## src/rtl/blkmv_pkg.sv

```systemverilog
// Shared types for the restartable block copy engine.
// Assumes: nothing beyond IEEE 1800-2017 enumerations.
package blkmv_pkg;

    // Sequencer phases: waiting for a command, reading a word, writing it.
    typedef enum logic [1:0] {
        BM_IDLE  = 2'd0,
        BM_READ  = 2'd1,
        BM_WRITE = 2'd2
    } bm_state_e;

endpackage

```

## src/rtl/blkmv_src_addr.sv

```systemverilog
// Source address former: turns the source operand into the read address.
// In code-relative mode the operand is an offset and the address is
// base + 1 + offset; otherwise the operand is the address itself.
// Assumes: base is stable while a copy runs.
module blkmv_src_addr #(
    parameter int AW = 16
) (
    input  logic          rel_i,
    input  logic [AW-1:0] base_i,
    input  logic [AW-1:0] off_i,
    output logic [AW-1:0] addr_o
);
    localparam logic [AW-1:0] ONE_A = AW'(1);

    // Select absolute or base-relative read address.
    always_comb begin
        if (rel_i)
            addr_o = base_i + ONE_A + off_i;
        else
            addr_o = off_i;
    end
endmodule

```

## src/rtl/blkmv_operands.sv

```systemverilog
// Operand registers: source, count and destination. They load on a
// command and step once per completed word. These are the values
// software re-issues to resume after a yield.
// Assumes: load and step are never high together.
module blkmv_operands #(
    parameter int AW = 16,
    parameter int CW = 16
) (
    input  logic          clk,
    input  logic          rst_n,
    input  logic          load_i,
    input  logic          step_i,
    input  logic [AW-1:0] src_i,
    input  logic [CW-1:0] cnt_i,
    input  logic [AW-1:0] dst_i,
    output logic [AW-1:0] src_o,
    output logic [CW-1:0] cnt_o,
    output logic [AW-1:0] dst_o,
    output logic          last_o
);
    localparam logic [AW-1:0] ONE_A = AW'(1);
    localparam logic [CW-1:0] ONE_C = CW'(1);

    logic [AW-1:0] src_r;
    logic [CW-1:0] cnt_r;
    logic [AW-1:0] dst_r;

    // Load on command, advance pointers and shrink count per word.
    always_ff @(posedge clk) begin
        if (!rst_n) begin
            src_r <= '0;
            cnt_r <= '0;
            dst_r <= '0;
        end else if (load_i) begin
            src_r <= src_i;
            cnt_r <= cnt_i;
            dst_r <= dst_i;
        end else if (step_i) begin
            src_r <= src_r + ONE_A;
            cnt_r <= cnt_r - ONE_C;
            dst_r <= dst_r + ONE_A;
        end
    end

    assign src_o  = src_r;
    assign cnt_o  = cnt_r;
    assign dst_o  = dst_r;
    assign last_o = (cnt_r == ONE_C);
endmodule

```

## src/rtl/blkmv_yield_gate.sv

```systemverilog
// Yield gate: decides at each word boundary whether a pending interrupt
// may pre-empt the copy. Interrupts are enabled when the disable counter
// is zero. A grace flag, set whenever the counter is non-zero, owes one
// word after re-enable before a yield is permitted.
// Assumes: word_done_i is a single-cycle strobe per completed write.
module blkmv_yield_gate #(
    parameter int WDW = 8
) (
    input  logic           clk,
    input  logic           rst_n,
    input  logic           irq_i,
    input  logic [WDW-1:0] wdc_i,
    input  logic           word_done_i,
    output logic           yield_ok_o
);
    logic grace_r;
    logic enabled;

    assign enabled = (wdc_i == '0);

    // Track the owed grace word: armed while disabled, spent by a word.
    always_ff @(posedge clk) begin
        if (!rst_n)
            grace_r <= 1'b0;
        else if (!enabled)
            grace_r <= 1'b1;
        else if (word_done_i)
            grace_r <= 1'b0;
    end

    assign yield_ok_o = irq_i && enabled && !grace_r;
endmodule

```

## src/rtl/blkmv_engine.sv

```systemverilog
// Restartable block copy engine, top level. It sequences one read and
// one write per word over a single handshaked memory port, steps the
// operand registers after each write, then completes or yields.
// Assumes: code_base_i is constant during a copy; the memory returns
// read data in the cycle mem_ready_i is high.
module blkmv_engine #(
    parameter int AW  = 16,
    parameter int DW  = 16,
    parameter int CW  = 16,
    parameter int WDW = 8
) (
    input  logic           clk,
    input  logic           rst_n,
    input  logic           start_i,
    input  logic           code_rel_i,
    input  logic [AW-1:0]  src_i,
    input  logic [CW-1:0]  cnt_i,
    input  logic [AW-1:0]  dst_i,
    input  logic [AW-1:0]  code_base_i,
    input  logic           irq_pend_i,
    input  logic [WDW-1:0] wdc_i,
    output logic           mem_req_o,
    output logic           mem_we_o,
    output logic [AW-1:0]  mem_addr_o,
    output logic [DW-1:0]  mem_wdata_o,
    input  logic [DW-1:0]  mem_rdata_i,
    input  logic           mem_ready_i,
    output logic           busy_o,
    output logic           done_o,
    output logic           yield_o,
    output logic [AW-1:0]  src_o,
    output logic [CW-1:0]  cnt_o,
    output logic [AW-1:0]  dst_o
);
    import blkmv_pkg::*;

    bm_state_e     state_r;
    logic          rel_r;
    logic [DW-1:0] data_r;
    logic          done_r;
    logic          yield_r;

    logic          load;
    logic          word_done;
    logic          last_word;
    logic          yield_ok;
    logic [AW-1:0] rd_addr;

    assign load      = (state_r == BM_IDLE) && start_i;
    assign word_done = (state_r == BM_WRITE) && mem_ready_i;

    blkmv_operands #(.AW(AW), .CW(CW)) u_operands (
        .clk    (clk),
        .rst_n  (rst_n),
        .load_i (load),
        .step_i (word_done),
        .src_i  (src_i),
        .cnt_i  (cnt_i),
        .dst_i  (dst_i),
        .src_o  (src_o),
        .cnt_o  (cnt_o),
        .dst_o  (dst_o),
        .last_o (last_word)
    );

    blkmv_src_addr #(.AW(AW)) u_src_addr (
        .rel_i  (rel_r),
        .base_i (code_base_i),
        .off_i  (src_o),
        .addr_o (rd_addr)
    );

    blkmv_yield_gate #(.WDW(WDW)) u_yield_gate (
        .clk         (clk),
        .rst_n       (rst_n),
        .irq_i       (irq_pend_i),
        .wdc_i       (wdc_i),
        .word_done_i (word_done),
        .yield_ok_o  (yield_ok)
    );

    // Sequencer: accept command, read word, write word, then finish/yield/loop.
    always_ff @(posedge clk) begin
        if (!rst_n) begin
            state_r <= BM_IDLE;
            rel_r   <= 1'b0;
            data_r  <= '0;
            done_r  <= 1'b0;
            yield_r <= 1'b0;
        end else begin
            done_r  <= 1'b0;
            yield_r <= 1'b0;
            unique case (state_r)
                BM_IDLE: begin
                    if (start_i) begin
                        rel_r <= code_rel_i;
                        if (cnt_i == '0)
                            done_r <= 1'b1;
                        else
                            state_r <= BM_READ;
                    end
                end
                BM_READ: begin
                    if (mem_ready_i) begin
                        data_r  <= mem_rdata_i;
                        state_r <= BM_WRITE;
                    end
                end
                BM_WRITE: begin
                    if (mem_ready_i) begin
                        if (last_word) begin
                            done_r  <= 1'b1;
                            state_r <= BM_IDLE;
                        end else if (yield_ok) begin
                            yield_r <= 1'b1;
                            state_r <= BM_IDLE;
                        end else begin
                            state_r <= BM_READ;
                        end
                    end
                end
                default: state_r <= BM_IDLE;
            endcase
        end
    end

    // Memory port: read from the formed source address, write to destination.
    always_comb begin
        mem_req_o   = (state_r != BM_IDLE);
        mem_we_o    = (state_r == BM_WRITE);
        mem_addr_o  = (state_r == BM_WRITE) ? dst_o : rd_addr;
        mem_wdata_o = data_r;
    end

    assign busy_o  = (state_r != BM_IDLE);
    assign done_o  = done_r;
    assign yield_o = yield_r;
endmodule

```

## config.mk

```make
export PLATFORM = sky130hd
export DESIGN_NAME = blkmv_engine
export DESIGN_NICKNAME = d
export VERILOG_FILES = /design/src/rtl/blkmv_pkg.sv /design/src/rtl/blkmv_src_addr.sv /design/src/rtl/blkmv_operands.sv /design/src/rtl/blkmv_yield_gate.sv /design/src/rtl/blkmv_engine.sv
export SDC_FILE = /design/constraint.sdc
export NUM_CORES = 1
export LEC_CHECK = 0
export CORE_ASPECT_RATIO = 0.7
export CORE_MARGIN = 3
export CORE_UTILIZATION = 40
export DETAILED_ROUTE_END_ITERATION = 16
export PLACE_DENSITY = 0.7
export SKIP_CTS_REPAIR_TIMING = 1
export SLEW_MARGIN = 20
export SYNTH_ARGS = -nofsm -noshare
export SYNTH_HDL_FRONTEND = slang
export SYNTH_SLANG_ARGS = --single-unit
export TNS_END_PERCENT = 50
```

## constraint.sdc

```tcl
create_clock -name clk -period 4.2 [get_ports clk]
set_input_delay 0.84 -clock clk [delete_from_list [all_inputs] [get_ports clk]]
set_output_delay 0.84 -clock clk [all_outputs]
set_load 0.03 [all_outputs]
```

==> metrics.yaml, run 1 <==
critical_path:
  arrival_ns: 3.34
  worstPathCellList: "clkdlybuf4s50_1 -> ha_1 -> a21o_1 -> a31oi_2 -> a211oi_2 -> a221o_2 -> a31oi_1 -> mux2i_1 -> o311ai_0 -> buf_4"
  start_kind: "input port"
  crit_type: "in -> out"
  critPathBufInv: 2
  crit_family: "compound AO/OA/AOI/OAI gates"
  slowest_stage: "clkdlybuf4s50_1"
  worstReg2RegEnd: "u_operands.dst_o[12]"
  timing.rr.start: "state_r[0]"
  rrSetupSlack_ns: 1.50
  critPathLaunch: "code_base_i[4]"
  crit_path_max_incr_delay_ns: 0.45
  path_max_fanout: 5
  worstPathRequired_ns: 3.36
  critPathCaptureType: "primary output"
  reg2reg_depth: 9
yosys:
  ys_seq_elements: 70
  ys.flop_type: "dfxtp_1"
  synth_area_leaders: "dfxtp_1 30%, nand2_1 7.6%, a21boi_0 5.5%, ha_1 5.1%, o21ai_0 4.9%"
  yosys.area.top_type_share: 0.303
  async_reset_ff_frac: 0
  ys_types: 61
  synth_area_um2: 4620
  ys_warn_count: 0
  synth_cells: 596
  avgSynthCellArea_um2: 7.75
  yosysTopAreaCell: "dfxtp_1"
  syn_nets: 710
  synth_edf_count: 0
  ys_seq_area_frac: 0.303
sta:
  fin_crit_sh: 0.995
  slew_headroom: 0.448
  hold_viol: 0
  drv_slew: 0
  fin_tns_setup_ns: 0
  final.min_clock_period_ns: 4.18
  tightestPinTransition_ns: 0.825
  grt_setup_unrepaired: "true"
  fmax_mhz: 239
  hold_ws_ns: 0.466
  setup_ws_ns: 0.0196
  setup_violations: 0
  clock_skew_ns: 0.00705
pwr:
  p_per_area_nw_per_um2: 327
  leakagePower_nw: 2.73
  finalPower_mw: 2.28
  seq_power_share: 0.346
  vdd_drop_max_mv: 0.200
  p_int_mw: 1.48
  p_clk_frac: 0.295
  power.switching_uw: 792
  p_sw_frac: 0.348
  comb_power_share: 0.358
route:
  route.detailed.drc: 0
  via_count: 5330
  drt-total-wl_um: 17100
  vias_per_cell: 5.69
  first_iter_violations: 505
  wl_per_cell_um: 18.3
  firstDrtPassIters: 5
  final_antenna_net_count: 0
placed_design:
  gp_congestion: 0.886
  port_buffers: 178
  place_area_um2: 6610
  hpwlAfterDp_um: 13000
  dp_slack_ns: -0.293
cts:
  clock-root-buffer: "clkbuf_16"
  cts_tree: "yes"
  cts_htree_levels: 3
  max-clock-path-buffers: 2
  clk_pin_slew_ns: 0.05
  clock_latency_ns: 0.33
  clkSinkCount: 70
  cts_made_buffers: 9
die:
  coreArea_um2: 11100
  die_y_um: 95.9
  initial_utilization: 0.415
  num_io_pins: 179
  die_x_um: 134
  dieArea_um2: 12900
  rows: 32
worst_hold_path:
  hold_end: "mem_wdata_o[13]"
  min_path_type: "reg -> reg"
  hold_start: "mem_wdata_o[13]"
  min_path_cells: 2
cells_and_area:
  final_cell_area_um2: 6970
  nets: 893
  antenna_cells: 0
  syn_to_final_growth_pct: 50.8
  drive_gt1_frac: 0.101
grt:
  antenna_found_initial: 0
  grt_pass1_wl_um: 25900
  grt_start_max_net_pins: 42
  track_usage: 0.255
  overflow: 0
  grt_pass1_vias: 4801
status:
  status: "finished, final reports clean"
run:
  drv.max_cap_violation_count: 0
state kept, by name (all words and copies together), names as in the netlist:
register and count:
state_r 2, u_operands.dst_o 16, u_operands.src_o 16, u_yield_gate.grace_r 1
mem_wdata_o 16, done_o 1, u_operands.cnt_o 16, rel_r 1
yield_o 1
power by group through the flow:
stage / clock network (mW) / logic, mW / registers, mW
2_1_floorplan: 0 / 0.361 / 0.874
6_report: 0.672 / 0.815 / 0.788
3_3_place_gp: 0 / 0.782 / 0.798
4_1_cts: 0.683 / 0.794 / 0.786
5_1_grt: 0.713 / 0.878 / 0.795
3_5_place_dp: 0 / 0.790 / 0.800
layout make-up:
class	count	area, um^2
Multi-Input combinational cell	479	3090
Clock buffer	12	236
Tap cell	153	191
Fill cell	996	4160
Timing Repair Buffer	208	1980
Clock inverter	4	23.8
Inverter	11	42.5
Sequential cell	70	1400
synth_stat cells (12+ instances only):
cell type and instances:
nand3_1 23, clkbuf_1 28, xor2_1 12, a21boi_0 34
dfxtp_1 70, ha_1 19, nor2_1 31, a21oi_1 28
o21ai_0 45, nand2_1 93, nor3_1 16, nor2b_1 19
tightest hold or removal path, cell delays in order, from the launching register on:
cell	delay, ns
dfxtp_1	0.30
nand2_1	0.05
a21boi_0	0.07
layer usage:
metal	track usage	vias up	wire length (um)
met2	0.378	249	7300
met4	0.0492	0	148
met3	0.0522	13	1340
li1	-	2546	-
met1	0.383	2522	8310
met5	0	-	0
metrics by stage:
stage           util  std cells
2_1_floorplan      -        596
3_3_place_gp   0.594        918
3_5_place_dp   0.594        918
4_1_cts        0.617        934
5_1_grt        0.626        937
6_report       0.626        937
cell families (layout without fill, tap and decap cells):
family	after synthesis	after routing	share of synthesized area
xor gates and xnor gates	21	21	0.0398
DFF	70	70	0.303
buffers and inverters	47	235	0.0425
and+or+nand+nor	243	243	0.260
adders and majority gates	20	20	0.0558
AOI/OAI and AO/OA	184	184	0.273
muxes	11	11	0.0249
cell usage in the layout, fill, tap and decap left out, drive strengths merged, types with 9 or more instances in the layout:
cell	count
o21ai	45
nor2	31
o211a	10
nand3	23
buf	43
xor2	12
a21boi	35
clkdlybuf4s50	163
nor2b	19
ha	19
a21oi	28
dfxtp	70
nand4	9
inv	10
and3	11
nand2	93
clkbuf	12
xnor2	9
mux2i	10
nor3	16
worst max-delay path by stage:
stage | endpoint | slack [ns] | cells after the start
floorplan | mem_addr_o[10] | 0.1 | 10
global placement | mem_addr_o[12] | -0.21 | 13
detailed placement | mem_addr_o[12] | -0.29 | 13
CTS | mem_addr_o[12] | -0.31 | 13
global route | mem_addr_o[15] | -0.08 | 10
finish | mem_addr_o[15] | 0.02 | 10
No activity file was read; power rests on OpenSTA's default activity.
==> inputs of run 2 (changes only) <==
--- a/config.mk
+++ b/config.mk
@@ -6,7 +6,7 @@
 export NUM_CORES = 1
 export LEC_CHECK = 0
 export CORE_ASPECT_RATIO = 0.7
-export CORE_MARGIN = 3
+export CORE_MARGIN = 2
 export CORE_UTILIZATION = 40
 export DETAILED_ROUTE_END_ITERATION = 16
 export PLACE_DENSITY = 0.7
==> run 2 against run 1 <==
Utilization grew 0.16 points. Largest cell class unchanged. Cell count down 0.64%. Critical path type unchanged. Hold slack got worse by 0.0012 ns. Highest routed layer unchanged.
==> metrics.yaml, run 2 (synthesized netlist as in run 1, its figures left out) <==
grt:
  overflow: 0
  grt_pass1_vias: 5023
  track_usage: 0.263
  grt_pass1_wl_um: 26000
  grt_start_max_net_pins: 74
  antenna_found_initial: 0
die:
  coreArea_um2: 11100
  rows: 32
  num_io_pins: 179
  dieArea_um2: 12400
  die_x_um: 132
  initial_utilization: 0.415
  die_y_um: 93.9
critical_path:
  crit_type: "in -> out"
  worstPathCellList: "clkdlybuf4s50_1 -> ha_4 -> a31oi_1 -> buf_4 -> a211oi_4 -> a221o_1 -> a31oi_1 -> mux2i_1 -> o311ai_1 -> buf_4"
  worstPathRequired_ns: 3.36
  critPathCaptureType: "primary output"
  slowest_stage: "clkdlybuf4s50_1"
  path_max_fanout: 5
  crit_path_max_incr_delay_ns: 0.55
  arrival_ns: 3.35
  start_kind: "input port"
sta:
  fin_crit_sh: 0.997
  setup_violations: 0
  hold_viol: 0
  clock_skew_ns: 0.00901
  final.min_clock_period_ns: 4.19
  setup_ws_ns: 0.0130
  tightestPinTransition_ns: 1.01
  slew_headroom: 0.328
  fin_tns_setup_ns: 0
  drv_slew: 0
  fmax_mhz: 239
  grt_setup_unrepaired: "false"
route:
  vias_per_cell: 5.77
  first_iter_violations: 472
  drt-total-wl_um: 17000
  wl_per_cell_um: 18.2
  via_count: 5374
  firstDrtPassIters: 6
  route.detailed.drc: 0
  final_antenna_net_count: 0
cts:
  clk_pin_slew_ns: 0.05
  clock_latency_ns: 0.33
  cts_htree_levels: 3
  clkSinkCount: 70
  clock-root-buffer: "clkbuf_16"
  cts_made_buffers: 9
  max-clock-path-buffers: 2
  cts_tree: "yes"
cells_and_area:
  final_cell_area_um2: 6990
  multi_input_area_um2: 3130
  most-common-layout-cells: "162 x clkdlybuf4s50_1, 93 x nand2_1, 70 x dfxtp_1"
  drive_gt1_frac: 0.0925
  nets: 889
  syn_to_final_growth_pct: 51.2
  antenna_cells: 0
  register_area_um2: 1400
  layout_commonest_cell: "clkdlybuf4s50_1"
  fin_util: 0.628
  fillers: 992
placed_design:
  hpwlAfterDp_um: 12600
  gp_congestion: 0.933
  dp_slack_ns: -0.256
  port_buffers: 178
  place_area_um2: 6600
pwr:
  comb_power_share: 0.356
  seq_power_share: 0.347
  p_sw_frac: 0.347
  p_per_area_nw_per_um2: 329
  power.switching_uw: 796
  p_int_mw: 1.50
  vdd_drop_max_mv: 0.194
  leakagePower_nw: 2.72
  p_clk_frac: 0.298
status:
  status: "finished, final reports clean"
worst_hold_path:
  min_path_type: "reg -> reg"
run:
  drv.max_cap_violation_count: 0
==> run 2: worst paths after layout <==
check                                     start                   to  slack [ns]  cells after the start
worst max register to register       state_r[0]  u_operands.src_o[3]        1.00                      6
worst max-delay path             code_base_i[3]       mem_addr_o[15]        0.01                     10
worst min-delay path            mem_wdata_o[12]      mem_wdata_o[12]        0.46                      2
worst min register to register  mem_wdata_o[12]      mem_wdata_o[12]        0.46                      2
==> run 2: power by group through the flow <==
stage	Combinational, mW	Sequential (mW)	Clock (mW)
finish	0.816	0.796	0.683
global route	0.872	0.804	0.718
CTS	0.784	0.792	0.691
detailed placement	0.781	0.805	0
global placement	0.770	0.803	0
floorplan	0.361	0.874	0
==> run 2: metrics by stage <==
step | instances | hold slack (ns) | power [mW]
6_report | 931 | 0.464 | 2.30
5_1_grt | 931 | 0.492 | 2.39
4_1_cts | 930 | 0.472 | 2.27
3_5_place_dp | 916 | 0.465 | 1.59
3_3_place_gp | 916 | 0.452 | 1.57
2_1_floorplan | 596 | 0.438 | 1.23
==> run 2: final cells by class <==
class | instances | share of cell area
Clock buffer | 13 | 0.0358
Clock inverter | 1 | 0.00107
Inverter | 11 | 0.00609
Multi-Input combinational cell | 479 | 0.448
Sequential cell | 70 | 0.201
Tap cell | 153 | 0.0274
Timing Repair Buffer | 204 | 0.281
==> run 2: worst max-delay path, delay by kind of cell <==
| family | cells | cell delay (ns) |
|---|---|---|
| muxes | 1 | 0.21 |
| buffers and inverters | 3 | 0.92 |
| AOI/OAI and AO/OA | 5 | 1.12 |
| adders and majority gates | 1 | 0.26 |
==> run 2: metal layers <==
layer / share of wire / routed length, um / vias to the layer above / GRT usage
met3: 0.10 / 1730 / 23 / 0.0696
met5: 0 / 0 / - / 0
met1: 0.45 / 7690 / 2518 / 0.366
li1: - / - / 2544 / -
met2: 0.43 / 7310 / 289 / 0.408
met4: 0.014 / 233 / 0 / 0.0609
==> inputs of run 3 (changes only) <==
--- a/config.mk
+++ b/config.mk
@@ -9,7 +9,7 @@
 export CORE_MARGIN = 2
 export CORE_UTILIZATION = 40
 export DETAILED_ROUTE_END_ITERATION = 16
-export PLACE_DENSITY = 0.7
+export PLACE_DENSITY = 0.73
 export SKIP_CTS_REPAIR_TIMING = 1
 export SLEW_MARGIN = 20
 export SYNTH_ARGS = -nofsm -noshare
==> constraint.sdc (replaced) <==
create_clock -name clk -period 3.4 [get_ports clk]
set_input_delay 0.68 -clock clk [delete_from_list [all_inputs] [get_ports clk]]
set_output_delay 0.68 -clock clk [all_outputs]
set_load 0.03 [all_outputs]
==> run 3 against run 2 <==
The flow now finishes with violations (setup timing). Global-route usage rose by 2.1 points. Utilization rose by 4.9 points. Clock power rose by 40%. Design area rose by 7.8%. First-iteration DRC count fell by 33%. Clock-buffer cell count did not move. Critical path depth rose by 3. Non-clock buffer count rose by 44. Register-to-register slack got worse by 0.08 ns. Via count rose by 2.6%. Setup slack got worse by 0.16 ns. Largest cell class unchanged. Highest routed layer unchanged.
==> metrics.yaml, run 3 (synthesized netlist as in run 1, its figures left out) <==
critical_path:
  arrival_ns: 2.87
  path_max_fanout: 3
  critPathCaptureType: "primary output"
  slowest_stage: "a221o_2"
  worstReg2RegEnd: "u_operands.src_o[15]"
  crit_path_max_incr_delay_ns: 0.44
  path_depth: 13
  worstPathCellList: "buf_6 -> inv_4 -> ha_4 -> inv_2 -> fa_2 -> a21o_1 -> a311oi_2 -> nor2_2 -> a221o_2 -> a31oi_4 -> nand4_1 -> nand3_4 -> buf_6"
  reg2reg_depth: 7
  cpMostUsedCell: "buf_6"
  rrSetupSlack_ns: 0.92
  timing.rr.start: "state_r[0]"
  crit_family: "compound AO/OA/AOI/OAI gates"
  crit_type: "in -> out"
  start_kind: "input port"
  critPathLaunch: "code_base_i[0]"
  worstPathRequired_ns: 2.72
  cp-endpoint: "mem_addr_o[14]"
  critPathBufInv: 4
sta:
  fmax_mhz: 282
  grt_setup_unrepaired: "true"
  slew_headroom: 0.395
  fin_crit_sh: 1.04
  setup_violations: 5
  clock_skew_ns: 0.00392
  hold_viol: 0
  hold_ws_ns: 0.463
  fin_tns_setup_ns: -0.422
  final.min_clock_period_ns: 3.55
  drv_slew: 0
  tightestPinTransition_ns: 0.904
  setup_ws_ns: -0.146
cells_and_area:
  antenna_cells: 0
  layout_commonest_cell: "clkdlybuf4s50_1"
  syn_to_final_growth_pct: 62.9
  most-common-layout-cells: "149 x clkdlybuf4s50_1, 92 x nand2_1, 81 x buf_4"
  nets: 933
  fin_util: 0.676
  drive_gt1_frac: 0.181
grt:
  grt_start_max_net_pins: 46
  grt_pass1_wl_um: 27600
  antenna_found_initial: 0
  overflow: 0
  grt_pass1_vias: 5103
  track_usage: 0.284
pwr:
  p_int_mw: 2.02
  leakagePower_nw: 3.02
  p_clk_frac: 0.314
  power.switching_mw: 1.03
  p_sw_frac: 0.339
  vdd_drop_max_mv: 0.248
  p_per_area_nw_per_um2: 405
  finalPower_mw: 3.05
  comb_power_share: 0.368
  seq_power_share: 0.318
die:
  die_y_um: 93.9
  dieArea_um2: 12400
  coreArea_um2: 11100
  initial_utilization: 0.415
  num_io_pins: 179
  die_x_um: 132
  rows: 32
cts:
  clk_pin_slew_ns: 0.05
  max-clock-path-buffers: 2
  cts_htree_levels: 3
  clkSinkCount: 70
  cts_tree: "yes"
  clock-root-buffer: "clkbuf_16"
  cts_made_buffers: 9
  clock_latency_ns: 0.33
route:
  drt-total-wl_um: 18200
  via_count: 5515
  firstDrtPassIters: 6
  route.detailed.drc: 0
  first_iter_violations: 316
  final_antenna_net_count: 0
  wl_per_cell_um: 18.6
  vias_per_cell: 5.64
worst_hold_path:
  min_path_type: "reg -> reg"
  hold_start: "u_yield_gate.grace_r"
placed_design:
  dp_slack_ns: -0.845
  port_buffers: 178
  gp_congestion: 0.944
  hpwlAfterDp_um: 14000
status:
  failed_checks: "setup timing"
  status: "finished, violations left"
run:
  drv.max_cap_violation_count: 0
==> run 3: changes by cell type in the layout (fill, tap and decap cells not counted), sizes merged <==
cell / change
dlymetal6s2s: +3
clkdlybuf4s50: -13
clkinv: +1
clkbuf: +3
buf: +51
bufinv: +1
==> run 3: worst reg2reg max path, stage by stage, from the launching register on <==
cell      delay [ns]
dfxtp_1         0.40
nand2b_1        0.17
clkinv_2        0.33
and2_1          0.39
nor2_1          0.72
a22oi_1         0.15
o21ai_0         0.13
and2_1          0.14
==> run 3: metal layers <==
layer	share of wire	GRT usage	up-vias
li1	-	-	2628
met5	0	0	-
met4	0.011	0.0600	0
met2	0.45	0.443	228
met3	0.072	0.0539	18
met1	0.47	0.408	2641
==> run 3: power by group through the flow <==
| stage | registers (mW) | logic (mW) | clock network, mW |
|---|---|---|---|
| 2_1_floorplan | 1.08 | 0.448 | 0 |
| 3_3_place_gp | 0.978 | 1.03 | 0 |
| 3_5_place_dp | 0.980 | 1.04 | 0 |
| 4_1_cts | 0.963 | 1.05 | 0.967 |
| 5_1_grt | 0.978 | 1.20 | 1.00 |
| 6_report | 0.970 | 1.12 | 0.956 |
==> run 3: per-stage QoR <==
stage,instances,area (um^2)
final,977,7530
after global routing,977,7530
after CTS,972,7200
after detailed placement,956,6890
after global placement,956,6890
after floorplan,596,4620
==> run 3: worst min-delay path by stage <==
| stage | endpoint | slack, ns | cells after the start |
|---|---|---|---|
| after global placement | u_yield_gate.grace_r | 0.45 | 2 |
| after detailed placement | u_yield_gate.grace_r | 0.46 | 2 |
| after global routing | mem_wdata_o[3] | 0.48 | 2 |
| after floorplan | u_yield_gate.grace_r | 0.44 | 2 |
| final | u_yield_gate.grace_r | 0.46 | 2 |
| after CTS | u_yield_gate.grace_r | 0.47 | 2 |
==> run 3: layout make-up <==
type                            count  area [um^2]
Tap cell                          153          191
Clock buffer                       13          260
Clock inverter                      3         42.5
Multi-Input combinational cell    479         3290
Inverter                           11         45.0
Fill cell                         954         3600
Sequential cell                    70         1410
Timing Repair Buffer              248         2290
